===== src/rtl/cpmu_pkg.sv =====
package cpmu_pkg;

    localparam int REG_AW = 12;

    localparam logic [REG_AW-1:0] A_CTRL     = 12'h400;
    localparam logic [REG_AW-1:0] A_EN_CLR   = 12'h403;
    localparam logic [REG_AW-1:0] A_EN_SET   = 12'h404;
    localparam logic [REG_AW-1:0] A_IE_CLR   = 12'h405;
    localparam logic [REG_AW-1:0] A_IE_SET   = 12'h406;
    localparam logic [REG_AW-1:0] A_OV_CLR   = 12'h407;
    localparam logic [REG_AW-1:0] A_OV_SET   = 12'h408;
    localparam logic [REG_AW-1:0] A_CYC      = 12'h40A;
    localparam logic [REG_AW-1:0] A_EVT_BASE = 12'h420;

    localparam int EVT_STRIDE    = 16;
    localparam int EVT_VAL_OFS   = 1;
    localparam int MASK_W        = 32;
    localparam int CYC_BIT       = 31;

    typedef enum logic [1:0] {
        ST_IDLE = 2'd0,
        ST_RESP = 2'd1
    } host_state_e;

    // decoded data-register write strobes
    typedef struct packed {
        logic ctrl;
        logic en_clr;
        logic en_set;
        logic ie_clr;
        logic ie_set;
        logic ov_clr;
        logic ov_set;
        logic cyc;
    } reg_wr_t;

    function automatic logic [REG_AW-1:0] evt_val_addr(input int idx);
        return A_EVT_BASE + REG_AW'(idx * EVT_STRIDE + EVT_VAL_OFS);
    endfunction

endpackage


===== src/rtl/cpmu_counter.sv =====
module cpmu_counter #(
    parameter int W = 32
) (
    input  logic         clk,
    input  logic         rst,
    input  logic         clr_all,
    input  logic         inc,
    input  logic         load,
    input  logic [W-1:0] load_val,
    output logic [W-1:0] cnt_q,
    output logic         wrap
);

    always_ff @(posedge clk) begin
        if (rst || clr_all) begin
            cnt_q <= '0;
        end else if (load) begin
            cnt_q <= load_val;
        end else if (inc) begin
            cnt_q <= cnt_q + W'(1);
        end
    end

    // a wrap only counts when the increment really lands
    assign wrap = inc && !load && !clr_all && (&cnt_q);

    AST_CNT_HOLD: assert property (@(posedge clk) disable iff (rst)
        (!inc && !load && !clr_all) |=> $stable(cnt_q));

    AST_CNT_STEP: assert property (@(posedge clk) disable iff (rst)
        (inc && !load && !clr_all) |=> (cnt_q == $past(cnt_q) + W'(1)));

    AST_CNT_LOAD_WINS: assert property (@(posedge clk) disable iff (rst)
        (load && !clr_all) |=> (cnt_q == $past(load_val)));

endmodule


===== src/rtl/cpmu_masks.sv =====
module cpmu_masks
    import cpmu_pkg::*;
#(
    parameter int NUM_EVT = 4
) (
    input  logic              clk,
    input  logic              rst,
    input  logic              en_set,
    input  logic              en_clr,
    input  logic              ie_set,
    input  logic              ie_clr,
    input  logic              ov_set,
    input  logic              ov_clr,
    input  logic [MASK_W-1:0] wdata,
    input  logic [MASK_W-1:0] wrap_vec,
    output logic [MASK_W-1:0] en_q,
    output logic [MASK_W-1:0] ie_q,
    output logic [MASK_W-1:0] ov_q
);

    localparam logic [MASK_W-1:0] PRESENT =
        ((MASK_W'(1) << NUM_EVT) - MASK_W'(1)) | (MASK_W'(1) << CYC_BIT);

    for (genvar b = 0; b < MASK_W; b++) begin : g_bit
        if (PRESENT[b]) begin : g_live
            logic en_b, ie_b, ov_b;
            always_ff @(posedge clk) begin
                if (rst) begin
                    en_b <= 1'b0;
                    ie_b <= 1'b0;
                    ov_b <= 1'b0;
                end else begin
                    if (en_set && wdata[b])      en_b <= 1'b1;
                    else if (en_clr && wdata[b]) en_b <= 1'b0;
                    if (ie_set && wdata[b])      ie_b <= 1'b1;
                    else if (ie_clr && wdata[b]) ie_b <= 1'b0;
                    // a wrap beats a clear of the same bit
                    if (wrap_vec[b] || (ov_set && wdata[b])) ov_b <= 1'b1;
                    else if (ov_clr && wdata[b])             ov_b <= 1'b0;
                end
            end
            assign en_q[b] = en_b;
            assign ie_q[b] = ie_b;
            assign ov_q[b] = ov_b;
        end else begin : g_absent
            assign en_q[b] = 1'b0;
            assign ie_q[b] = 1'b0;
            assign ov_q[b] = 1'b0;
        end
    end

    AST_OVF_STICKY: assert property (@(posedge clk) disable iff (rst)
        !ov_clr |=> ((ov_q & $past(ov_q)) == $past(ov_q)));

    AST_WRAP_FLAGS: assert property (@(posedge clk) disable iff (rst)
        (|(wrap_vec & PRESENT)) |=>
        ((ov_q & $past(wrap_vec & PRESENT)) == $past(wrap_vec & PRESENT)));

    AST_SET_LANDS: assert property (@(posedge clk) disable iff (rst)
        en_set |=> ((en_q & $past(wdata & PRESENT)) == $past(wdata & PRESENT)));

endmodule


===== src/rtl/cpmu_host_port.sv =====
module cpmu_host_port
    import cpmu_pkg::*;
#(
    parameter int NUM_EVT = 4,
    parameter int EVT_W   = 32,
    parameter int CYC_W   = 64
) (
    input  logic                     clk,
    input  logic                     rst,
    input  logic                     host_sel,
    input  logic                     host_wr,
    input  logic                     host_rd,
    input  logic [REG_AW-1:0]        sel_wdata,
    input  logic [MASK_W-1:0]        ctrl_view,
    input  logic [MASK_W-1:0]        en_view,
    input  logic [MASK_W-1:0]        ie_view,
    input  logic [MASK_W-1:0]        ov_view,
    input  logic [CYC_W-1:0]         cyc_view,
    input  logic [NUM_EVT*EVT_W-1:0] evt_view,
    output logic                     host_ready,
    output logic                     host_rvalid,
    output logic [CYC_W-1:0]         host_rdata,
    output reg_wr_t                  wr_o,
    output logic [NUM_EVT-1:0]       evt_wr_o
);

    host_state_e       state_q, state_d;
    logic [REG_AW-1:0] sel_q;
    logic [CYC_W-1:0]  rdata_q;
    logic [CYC_W-1:0]  reg_value;
    logic              acc_ok, sel_wr, data_wr, rd_take;

    assign acc_ok  = (state_q == ST_IDLE);
    assign sel_wr  = acc_ok && host_wr && !host_sel;
    assign data_wr = acc_ok && host_wr && host_sel;
    assign rd_take = acc_ok && host_rd && !host_wr;

    // state register
    always_ff @(posedge clk) begin
        if (rst) state_q <= ST_IDLE;
        else     state_q <= state_d;
    end

    // transitions: read accepted, response delivered
    always_comb begin
        state_d = state_q;
        unique case (state_q)
            ST_IDLE: if (rd_take) state_d = ST_RESP;
            ST_RESP: state_d = ST_IDLE;
            default: state_d = ST_IDLE;
        endcase
    end

    // select latch and read capture
    always_ff @(posedge clk) begin
        if (rst) begin
            sel_q   <= '0;
            rdata_q <= '0;
        end else begin
            if (sel_wr)  sel_q   <= sel_wdata;
            if (rd_take) rdata_q <= host_sel ? reg_value : CYC_W'(sel_q);
        end
    end

    // read multiplexer over the selected register number
    always_comb begin
        reg_value = '0;
        case (sel_q)
            A_CTRL:             reg_value = CYC_W'(ctrl_view);
            A_EN_CLR, A_EN_SET: reg_value = CYC_W'(en_view);
            A_IE_CLR, A_IE_SET: reg_value = CYC_W'(ie_view);
            A_OV_CLR, A_OV_SET: reg_value = CYC_W'(ov_view);
            A_CYC:              reg_value = cyc_view;
            default:            reg_value = '0;
        endcase
        for (int i = 0; i < NUM_EVT; i++) begin
            if (sel_q == evt_val_addr(i)) reg_value = CYC_W'(evt_view[i*EVT_W +: EVT_W]);
        end
    end

    // write decode
    always_comb begin
        wr_o     = '0;
        evt_wr_o = '0;
        if (data_wr) begin
            case (sel_q)
                A_CTRL:   wr_o.ctrl   = 1'b1;
                A_EN_CLR: wr_o.en_clr = 1'b1;
                A_EN_SET: wr_o.en_set = 1'b1;
                A_IE_CLR: wr_o.ie_clr = 1'b1;
                A_IE_SET: wr_o.ie_set = 1'b1;
                A_OV_CLR: wr_o.ov_clr = 1'b1;
                A_OV_SET: wr_o.ov_set = 1'b1;
                A_CYC:    wr_o.cyc    = 1'b1;
                default:  ;
            endcase
            for (int i = 0; i < NUM_EVT; i++) begin
                evt_wr_o[i] = (sel_q == evt_val_addr(i));
            end
        end
    end

    // outputs
    always_comb begin
        host_ready  = (state_q == ST_IDLE);
        host_rvalid = (state_q == ST_RESP);
        host_rdata  = (state_q == ST_RESP) ? rdata_q : '0;
    end

    AST_READ_RESPONDS: assert property (@(posedge clk) disable iff (rst)
        rd_take |=> (host_rvalid && !host_ready));

    AST_RESP_SINGLE: assert property (@(posedge clk) disable iff (rst)
        host_rvalid |=> !host_rvalid);

    AST_SEL_HOLD: assert property (@(posedge clk) disable iff (rst)
        !sel_wr |=> $stable(sel_q));

endmodule


===== src/rtl/cpmu_bank.sv =====
module cpmu_bank
    import cpmu_pkg::*;
#(
    parameter int NUM_EVT = 4,   // 1..31
    parameter int EVT_W   = 32,
    parameter int CYC_W   = 64
) (
    input  logic               clk,
    input  logic               rst,
    input  logic               host_sel,
    input  logic               host_wr,
    input  logic               host_rd,
    input  logic [CYC_W-1:0]   host_wdata,
    output logic               host_ready,
    output logic               host_rvalid,
    output logic [CYC_W-1:0]   host_rdata,
    input  logic [NUM_EVT-1:0] evt_strobe,
    output logic               irq
);

    localparam int CNT_FIELD_W = 5;

    reg_wr_t                  wr;
    logic [NUM_EVT-1:0]       evt_wr;
    logic                     gen_en_q;
    logic                     clear_all;
    logic [MASK_W-1:0]        ctrl_view, en_q, ie_q, ov_q, wrap_vec;
    logic [NUM_EVT*EVT_W-1:0] evt_flat;
    logic [NUM_EVT-1:0]       evt_wrap;
    logic [CYC_W-1:0]         cyc_q;
    logic                     cyc_wrap;

    // control register
    assign clear_all = wr.ctrl && (host_wdata[2:1] == 2'b11);

    always_ff @(posedge clk) begin
        if (rst)          gen_en_q <= 1'b0;
        else if (wr.ctrl) gen_en_q <= host_wdata[0];
    end

    assign ctrl_view = {16'b0, CNT_FIELD_W'(NUM_EVT), 10'b0, gen_en_q};

    cpmu_host_port #(.NUM_EVT(NUM_EVT), .EVT_W(EVT_W), .CYC_W(CYC_W)) u_port (
        .clk        (clk),
        .rst        (rst),
        .host_sel   (host_sel),
        .host_wr    (host_wr),
        .host_rd    (host_rd),
        .sel_wdata  (host_wdata[REG_AW-1:0]),
        .ctrl_view  (ctrl_view),
        .en_view    (en_q),
        .ie_view    (ie_q),
        .ov_view    (ov_q),
        .cyc_view   (cyc_q),
        .evt_view   (evt_flat),
        .host_ready (host_ready),
        .host_rvalid(host_rvalid),
        .host_rdata (host_rdata),
        .wr_o       (wr),
        .evt_wr_o   (evt_wr)
    );

    for (genvar i = 0; i < NUM_EVT; i++) begin : g_evt
        logic inc_i;
        assign inc_i = gen_en_q && en_q[i] && evt_strobe[i];
        cpmu_counter #(.W(EVT_W)) u_cnt (
            .clk     (clk),
            .rst     (rst),
            .clr_all (clear_all),
            .inc     (inc_i),
            .load    (evt_wr[i]),
            .load_val(host_wdata[EVT_W-1:0]),
            .cnt_q   (evt_flat[i*EVT_W +: EVT_W]),
            .wrap    (evt_wrap[i])
        );
    end

    cpmu_counter #(.W(CYC_W)) u_cyc (
        .clk     (clk),
        .rst     (rst),
        .clr_all (clear_all),
        .inc     (gen_en_q && en_q[CYC_BIT]),
        .load    (wr.cyc),
        .load_val(host_wdata),
        .cnt_q   (cyc_q),
        .wrap    (cyc_wrap)
    );

    always_comb begin
        wrap_vec = '0;
        for (int i = 0; i < NUM_EVT; i++) wrap_vec[i] = evt_wrap[i];
        wrap_vec[CYC_BIT] = cyc_wrap;
    end

    cpmu_masks #(.NUM_EVT(NUM_EVT)) u_masks (
        .clk     (clk),
        .rst     (rst),
        .en_set  (wr.en_set),
        .en_clr  (wr.en_clr),
        .ie_set  (wr.ie_set),
        .ie_clr  (wr.ie_clr),
        .ov_set  (wr.ov_set),
        .ov_clr  (wr.ov_clr),
        .wdata   (host_wdata[MASK_W-1:0]),
        .wrap_vec(wrap_vec),
        .en_q    (en_q),
        .ie_q    (ie_q),
        .ov_q    (ov_q)
    );

    assign irq = |(ov_q & ie_q);

    AST_IRQ_QUIET: assert property (@(posedge clk) disable iff (rst)
        (ov_q == '0) |-> !irq);

    AST_GLOBAL_GATE: assert property (@(posedge clk) disable iff (rst)
        (!gen_en_q && !wr.cyc && !clear_all) |=> $stable(cyc_q));

    AST_CLEAR_ALL: assert property (@(posedge clk) disable iff (rst)
        clear_all |=> (cyc_q == '0));

endmodule


===== config.mk =====
export PLATFORM = sky130hd
export DESIGN_NAME = cpmu_bank
export DESIGN_NICKNAME = d
export VERILOG_FILES = /design/src/rtl/cpmu_pkg.sv /design/src/rtl/cpmu_counter.sv /design/src/rtl/cpmu_masks.sv /design/src/rtl/cpmu_host_port.sv /design/src/rtl/cpmu_bank.sv
export SDC_FILE = /design/constraint.sdc
export NUM_CORES = 1
export LEC_CHECK = 0
export ABC_AREA = 1
export BUFFER_PORTS_ARGS = -buffer_cell sky130_fd_sc_hd__buf_2
export CORE_MARGIN = 2
export CORE_UTILIZATION = 47
export CTS_BUF_LIST = sky130_fd_sc_hd__clkbuf_4 sky130_fd_sc_hd__clkbuf_8 sky130_fd_sc_hd__clkbuf_16
export DETAILED_ROUTE_END_ITERATION = 7
export PLACE_DENSITY = 0.69
export SETUP_SLACK_MARGIN = 0.02
export SLEW_MARGIN = 20
export SYNTH_ARGS = -nofsm -noshare
export SYNTH_HDL_FRONTEND = slang
export SYNTH_SLANG_ARGS = --single-unit

===== constraint.sdc =====
create_clock -name clk -period 2.74 [get_ports clk]
set_clock_uncertainty 0.2 [all_clocks]
set_input_delay 0.274 -clock clk [delete_from_list [all_inputs] [get_ports clk]]
set_output_delay 0.274 -clock clk [all_outputs]
set_load 0.005 [all_outputs]

# ---- Word level (Yosys, flattened, before mapping)
# Cells that the tools add are included.
dict set report word_totals {
  rom_bits 0
  ramBits 0
  memories 0
  inputBits 73
  out_inout_bits 67
  word_cells 206
  latchBits 0
  register_bits 285
}
dict set report classes {
  shift 0
  mul 0
  bitwise_logic 2
  addsub 5
  muxes 57
  n_eq_ne 13
  div 0
  magnitude_cmp 0
  reduce_logical 105
}
# cell n
set ops {}
lappend ops {{64-bit 2-to-1 mux} 8}
lappend ops {{64-bit case mux with 5 select lines} 1}
lappend ops {{32-bit 2-to-1 mux} 8}
lappend ops {{12-bit by 11-bit == test with 1-bit output (second input constant)} 12}
lappend ops {{32-bit by 1-bit adder with 32-bit output (second input constant)} 4}
lappend ops {{32-bit AND reduction} 4}
lappend ops {{64-bit by 1-bit adder with 64-bit output (second input constant)} 1}
lappend ops {{64-bit AND reduction} 1}
lappend ops {{1-bit logical AND} 60}
lappend ops {{2-bit nonzero test} 20}
lappend ops {{1-bit 2-to-1 mux} 38}
lappend ops {{32-bit AND} 1}
lappend ops {{32-bit OR reduction} 1}
lappend ops {{1-bit logical NOT} 8}
lappend ops {{8-bit 2-to-1 mux} 1}
lappend ops {{2-bit OR reduction} 4}
lappend ops {{1-bit logical OR} 6}
lappend ops {{4-bit 2-to-1 mux} 1}
lappend ops {{2-bit == test (second input constant)} 1}
lappend ops {{2-bit logical NOT} 1}
lappend ops {{1-bit inverter} 1}

# ---- Depth between registers and ports, before layout
dict set report logic_depth {
  ltp_word 10
  mapped_depth 15
  ltp_nobuf 14
}

# ---- Cells and area by module
# A second synthesis with hierarchy kept.
dict set report hier_totals {
  hier_cells 3482
  hier_area_um2 21291.7
}
# mod seq_area_each_um2 area_per_inst_um2 instances cells_each
set by_module_without_submodules {}
lappend by_module_without_submodules {{cpmu_counter (g_evt[0].u_cnt ...)} 640.6 2243.4 4 350}
lappend by_module_without_submodules {cpmu_host_port 1541.5 6177.2 1 1082}
lappend by_module_without_submodules {{cpmu_counter (u_cyc)} 1281.2 4534.3 1 749}
lappend by_module_without_submodules {cpmu_masks 300.3 1286.2 1 173}
lappend by_module_without_submodules {cpmu_bank 20.0 320.3 1 78}

# ---- Worst setup path before layout
# Ideal clock, no wire load.
dict set report synth_path {
  path_kind {reg2reg}
  startpoint {register g_evt[2].u_cnt.cnt_q[0]}
  endpoint {register g_evt[2].u_cnt.cnt_q[28]}
  setup_time_ps 117
  path_slack_ps 536
  synth_period_minus_slack_ps 2204
  t_required_ps 2423
  path_stages_with_launch 11
  arrival_ps 1886
  n_path_buf 0
  cell_sequence {dfxtp_1 ha_1 nand2_1 nor3_1 nand4_1 nor3_1 and2_1 nand2_1 xor2_1 a21oi_1 nor2_1}
}
dict set report synth_between {
  elab_chain_len 3
}
# item line_no
set synth_rtl {}
lappend synth_rtl {{start: declaration} cpmu_counter.sv:10} ;# output logic [W-1:0] cnt_q,
lappend synth_rtl {{start signal: assignment} cpmu_counter.sv:18} ;# cnt_q <= load_val;
lappend synth_rtl {{start signal: assignment} cpmu_counter.sv:20} ;# cnt_q <= cnt_q + W'(1);
lappend synth_rtl {{32-bit by 1-bit adder with 32-bit output} cpmu_counter.sv:20}
lappend synth_rtl {{32-bit 2-to-1 mux} cpmu_counter.sv:19} ;# end else if (inc) begin
lappend synth_rtl {{32-bit 2-to-1 mux} cpmu_counter.sv:17} ;# end else if (load) begin
# Every way passes these cells. The select of a mux whose other input is x is not followed.
# A chain may end at the register's enable or synchronous reset.

# ---- Worst setup path after layout
dict set report layout_path {
  startpoint {register u_port.sel_q[0]}
  endpoint {register u_port.rdata_q[31]}
}
dict set report layout_between {
  elab_chain_len 8
  elab_cells_between_ends 21
  classes_between {eq/ne (12); mux (6); reduce/logical (3)}
}
# item line_no
set layout_rtl {}
lappend layout_rtl {{start: declaration} cpmu_host_port.sv:28} ;# logic [REG_AW-1:0] sel_q;
lappend layout_rtl {{start signal: assignment} cpmu_host_port.sv:60} ;# if (sel_wr) sel_q <= sel_wdata;
lappend layout_rtl {{12-bit by 11-bit == test with 1-bit output} cpmu_host_port.sv:68} ;# case (sel_q)
lappend layout_rtl {{2-bit OR reduction} cpmu_host_port.sv:68}
lappend layout_rtl {{64-bit case mux with 5 select lines} cpmu_host_port.sv:68}
lappend layout_rtl {{64-bit 2-to-1 mux (3 in series)} cpmu_host_port.sv:77} ;# if (sel_q == evt_val_addr(i)) reg_value = CYC_W'(evt_view[i*EVT_W +: EVT_W]);
lappend layout_rtl {{64-bit 2-to-1 mux *} cpmu_host_port.sv:77}
lappend layout_rtl {{64-bit 2-to-1 mux *} cpmu_host_port.sv:61} ;# if (rd_take) rdata_q <= host_sel ? reg_value : CYC_W'(sel_q);
lappend layout_rtl {{end signal: assignment} cpmu_host_port.sv:61}
lappend layout_rtl {{end: declaration} cpmu_host_port.sv:29} ;# logic [CYC_W-1:0] rdata_q;
# Every way passes the cells marked *; elsewhere a longest branch is shown, timed or not.

==> results.cfg <==
[global_routing]
grt_usage = 0.385
grt_overflow = 0
grt_max_degree = 68
grt_pass1_wl_um = 115000
grt_pass1_vias = 18930
antenna_found_initial = 1

[critical_path]
crit_fanout = 24
cp.required_ns = 2.93
worstPathCellList = nor2_1 -> inv_1 -> nor2_1 -> nand2_1 -> buf_4 -> o22ai_1 -> nor2_1 -> o2111ai_1 -> nand2_1 -> a21oi_1
crit_family = simple AND/OR/NAND/NOR gates
r2r_cells = 10
cp_slowest_cell = dfxtp_1
r2r-end = u_port.rdata_q[31]
start_kind = flop
cp_common_cell = nor2_1
r2r_setup_slack_ns = 0.1
crit_path_start = u_port.sel_q[0]
max_stage_delay_ns = 0.42
path_class = flop to flop
cp.arrival_ns = 2.83
regToRegStartpoint = u_port.sel_q[0]
crit_buf_inv = 2
critPathCaptureType = flop

[synth]
syn_avg_cell_area_sq_um = 6.35
ys.flop_type = dfxtp_1
syn_inst = 2798
synth-seq-cells = 285
syn-num-nets = 2876
netlist_area_sq_um = 17800
ys_seq_area_frac = 0.321
synth_edf_count = 0
async_reset_ff_frac = 0
ys_warn_count = 0
synth_cell_type_count = 50

[timing]
drv_slew = 0
setup_viol = 0
whs_ns = 0.0876
tightest_slew_ns = 0.854
post-route-period-util = 0.964
grt_setup_unrepaired = no
finalHoldViolations = 0
fmax_mhz = 379
period_needed_ns = 2.64
relSlewSlack = 0.425

[pwr]
p_per_area_nw_per_um2 = 441
power_w = 0.00950
p_leak_nw = 9.02
ir_drop_mv = 0.314

[detailed_routing]
drc = 0
final_antenna_net_count = 0
vias = 20625
vias_per_cell = 5.77
dr.pass1.iters = 5
drt-total-wl_um = 76700
drt_iter0_markers = 2172
avgRoutedWirePerCell_um = 21.5

[clock_network]
path_clk_slew_ns = 0.06
ctsHtreeMaxLevel = 2
cts_tree = built
cts_root_buffer = clkbuf_16
cts_buffers = 36
cts_buffer_depth = 3
insertion_delay_ns = 0.56
numClockSinks = 285

[die]
dieWidth_um = 198
core_area_sq_um = 37500
die_h_um = 198
initial_utilization = 0.474
ios = 140
placementRows = 71
die-area_sq_um = 39400

[run]
cap_violations = 0

[placed_design]
port_buffers = 139
gp_congestion = 1.05
dp.cells = 3447
hpwlAfterDp_um = 58200

[finish]
final_util = 0.574
syn_to_final_growth_pct = 21.2
final_common_cell = nand2_1
drive_above_1_share = 0.125
fillers = 3817
nets = 3120
fin_cells = 3573
final_cell_mix = nand2_1, inv_1, dfxtp_1

[worst_hold_path]
hold_class = input port to flop
min_path_cells = 4
hold_path_end = u_port.sel_q[1]
min_from = host_wr

[outcome]
run_status = finished clean
## cells in the mapped netlist, types with 2 or more instances
cell,number,area share
a211oi_1,6,0.0025
a21boi_0,2,0.00084
a21oi_1,232,0.065
a221oi_1,6,0.0030
a22o_1,2,0.00099
a22oi_1,20,0.0084
a31oi_1,60,0.021
and2_1,2,0.00070
buf_1,6,0.0013
buf_2,39,0.011
buf_4,3,0.0013
clkbuf_1,71,0.015
clkinv_1,4,0.00084
dfxtp_1,285,0.32
ha_1,5,0.0035
inv_1,382,0.081
inv_2,8,0.0017
nand2_1,672,0.14
nand2_2,4,0.0014
nand3_1,146,0.041
nand3b_1,6,0.0025
nand4_1,55,0.019
nor2_1,262,0.055
nor2_2,6,0.0021
nor2_4,6,0.0038
nor3_1,71,0.020
nor3_2,2,0.0011
nor3_4,3,0.0027
nor3b_1,4,0.0017
nor4_1,20,0.0070
o211ai_1,19,0.0080
o21ai_0,129,0.036
o221ai_1,17,0.0084
o22ai_1,70,0.025
o31ai_1,18,0.0076
or2_2,6,0.0021
xnor2_1,10,0.0049
xor2_1,127,0.063
## report_power, final
group	switching [W]	leakage [nW]	internal (W)
clock	0.00193	0.569	0.00282
sequential	0.0000195	2.30	0.00417
combinational	0.000380	6.15	0.000173
## registers in the layout, summed over array words and instances (netlist names), 5 cells and up
| register | count |
|---|---|
| u_masks.g_bit.g_live.en_b | 5 |
| u_port.rdata_q | 64 |
| u_masks.g_bit.g_live.ov_b | 5 |
| u_cyc.cnt_q | 64 |
| g_evt.u_cnt.cnt_q | 128 |
| u_port.sel_q | 12 |
| u_masks.g_bit.g_live.ie_b | 5 |
## metrics by stage
| step | setup slack, ns | TNS (ns) | instance area (sq um) |
|---|---|---|---|
| 2_1_floorplan | 0.536 | 0 | 17800 |
| 3_3_place_gp | -0.176 | -0.361 | 19600 |
| 3_5_place_dp | -0.146 | -0.275 | 19600 |
| 4_1_cts | 0.00331 | 0 | 21400 |
| 5_1_grt | 0.0202 | 0 | 21500 |
| 6_report | 0.0997 | 0 | 21500 |
## repair_timing
item,CTS,global route
endpoints found under the hold margin,140,0
pin swaps,1,5
setup endpoints to repair,9,21
setup buffers,0,4
hold buffers,64,0
gates resized for setup,6,26
## kinds of logic after synthesis
kind of cell               Yosys count  synth area share
xor gates and xnor gates           137            0.0675
and+or+nand+nor                   1268             0.305
adders and majority gates            5           0.00352
buffers and inverters              514             0.112
AOI/OAI and AO/OA                  589             0.191
DFF                                285             0.321
## worst register-to-register path, cell delays in order, from the launching register on
cell and delay, ns:
dfxtp_1 0.42, nor2_1 0.09, inv_1 0.14, nor2_1 0.07, nand2_1 0.13, buf_4 0.35, o22ai_1 0.13, nor2_1 0.33
o2111ai_1 0.30, nand2_1 0.23, a21oi_1 0.09
## per-layer routing
metal	vias up	routed length, um	GRT usage
li1	9714	-	-
met1	9689	32800	0.535
met2	1050	32600	0.581
met3	170	7330	0.0583
met4	2	3880	0.190
met5	-	12	0
## cell type report
cell class                 count  area, sq um  area share
clock inverter                 7         85.1     0.00395
multi-input combinational   1999        10200       0.474
clock buffer                  49         1040      0.0483
timing repair buffer         326         2370       0.110
sequential                   285         5710       0.265
antenna                        2         5.00    0.000232
tap                          511          639      0.0297
inverter                     394         1480      0.0688
## worst max-delay path by stage
stage / to / slack (ns) / cells after the start
6_report: u_port.rdata_q[31] / 0.1 / 10
5_1_grt: g_evt[1].u_cnt.cnt_q[30] / 0.02 / 13
4_1_cts: u_cyc.cnt_q[61] / 0.003 / 12
3_5_place_dp: u_cyc.cnt_q[61] / -0.15 / 12
3_3_place_gp: u_cyc.cnt_q[61] / -0.18 / 12
2_1_floorplan: g_evt[2].u_cnt.cnt_q[28] / 0.54 / 10
(Power assumes the default switching activity.)
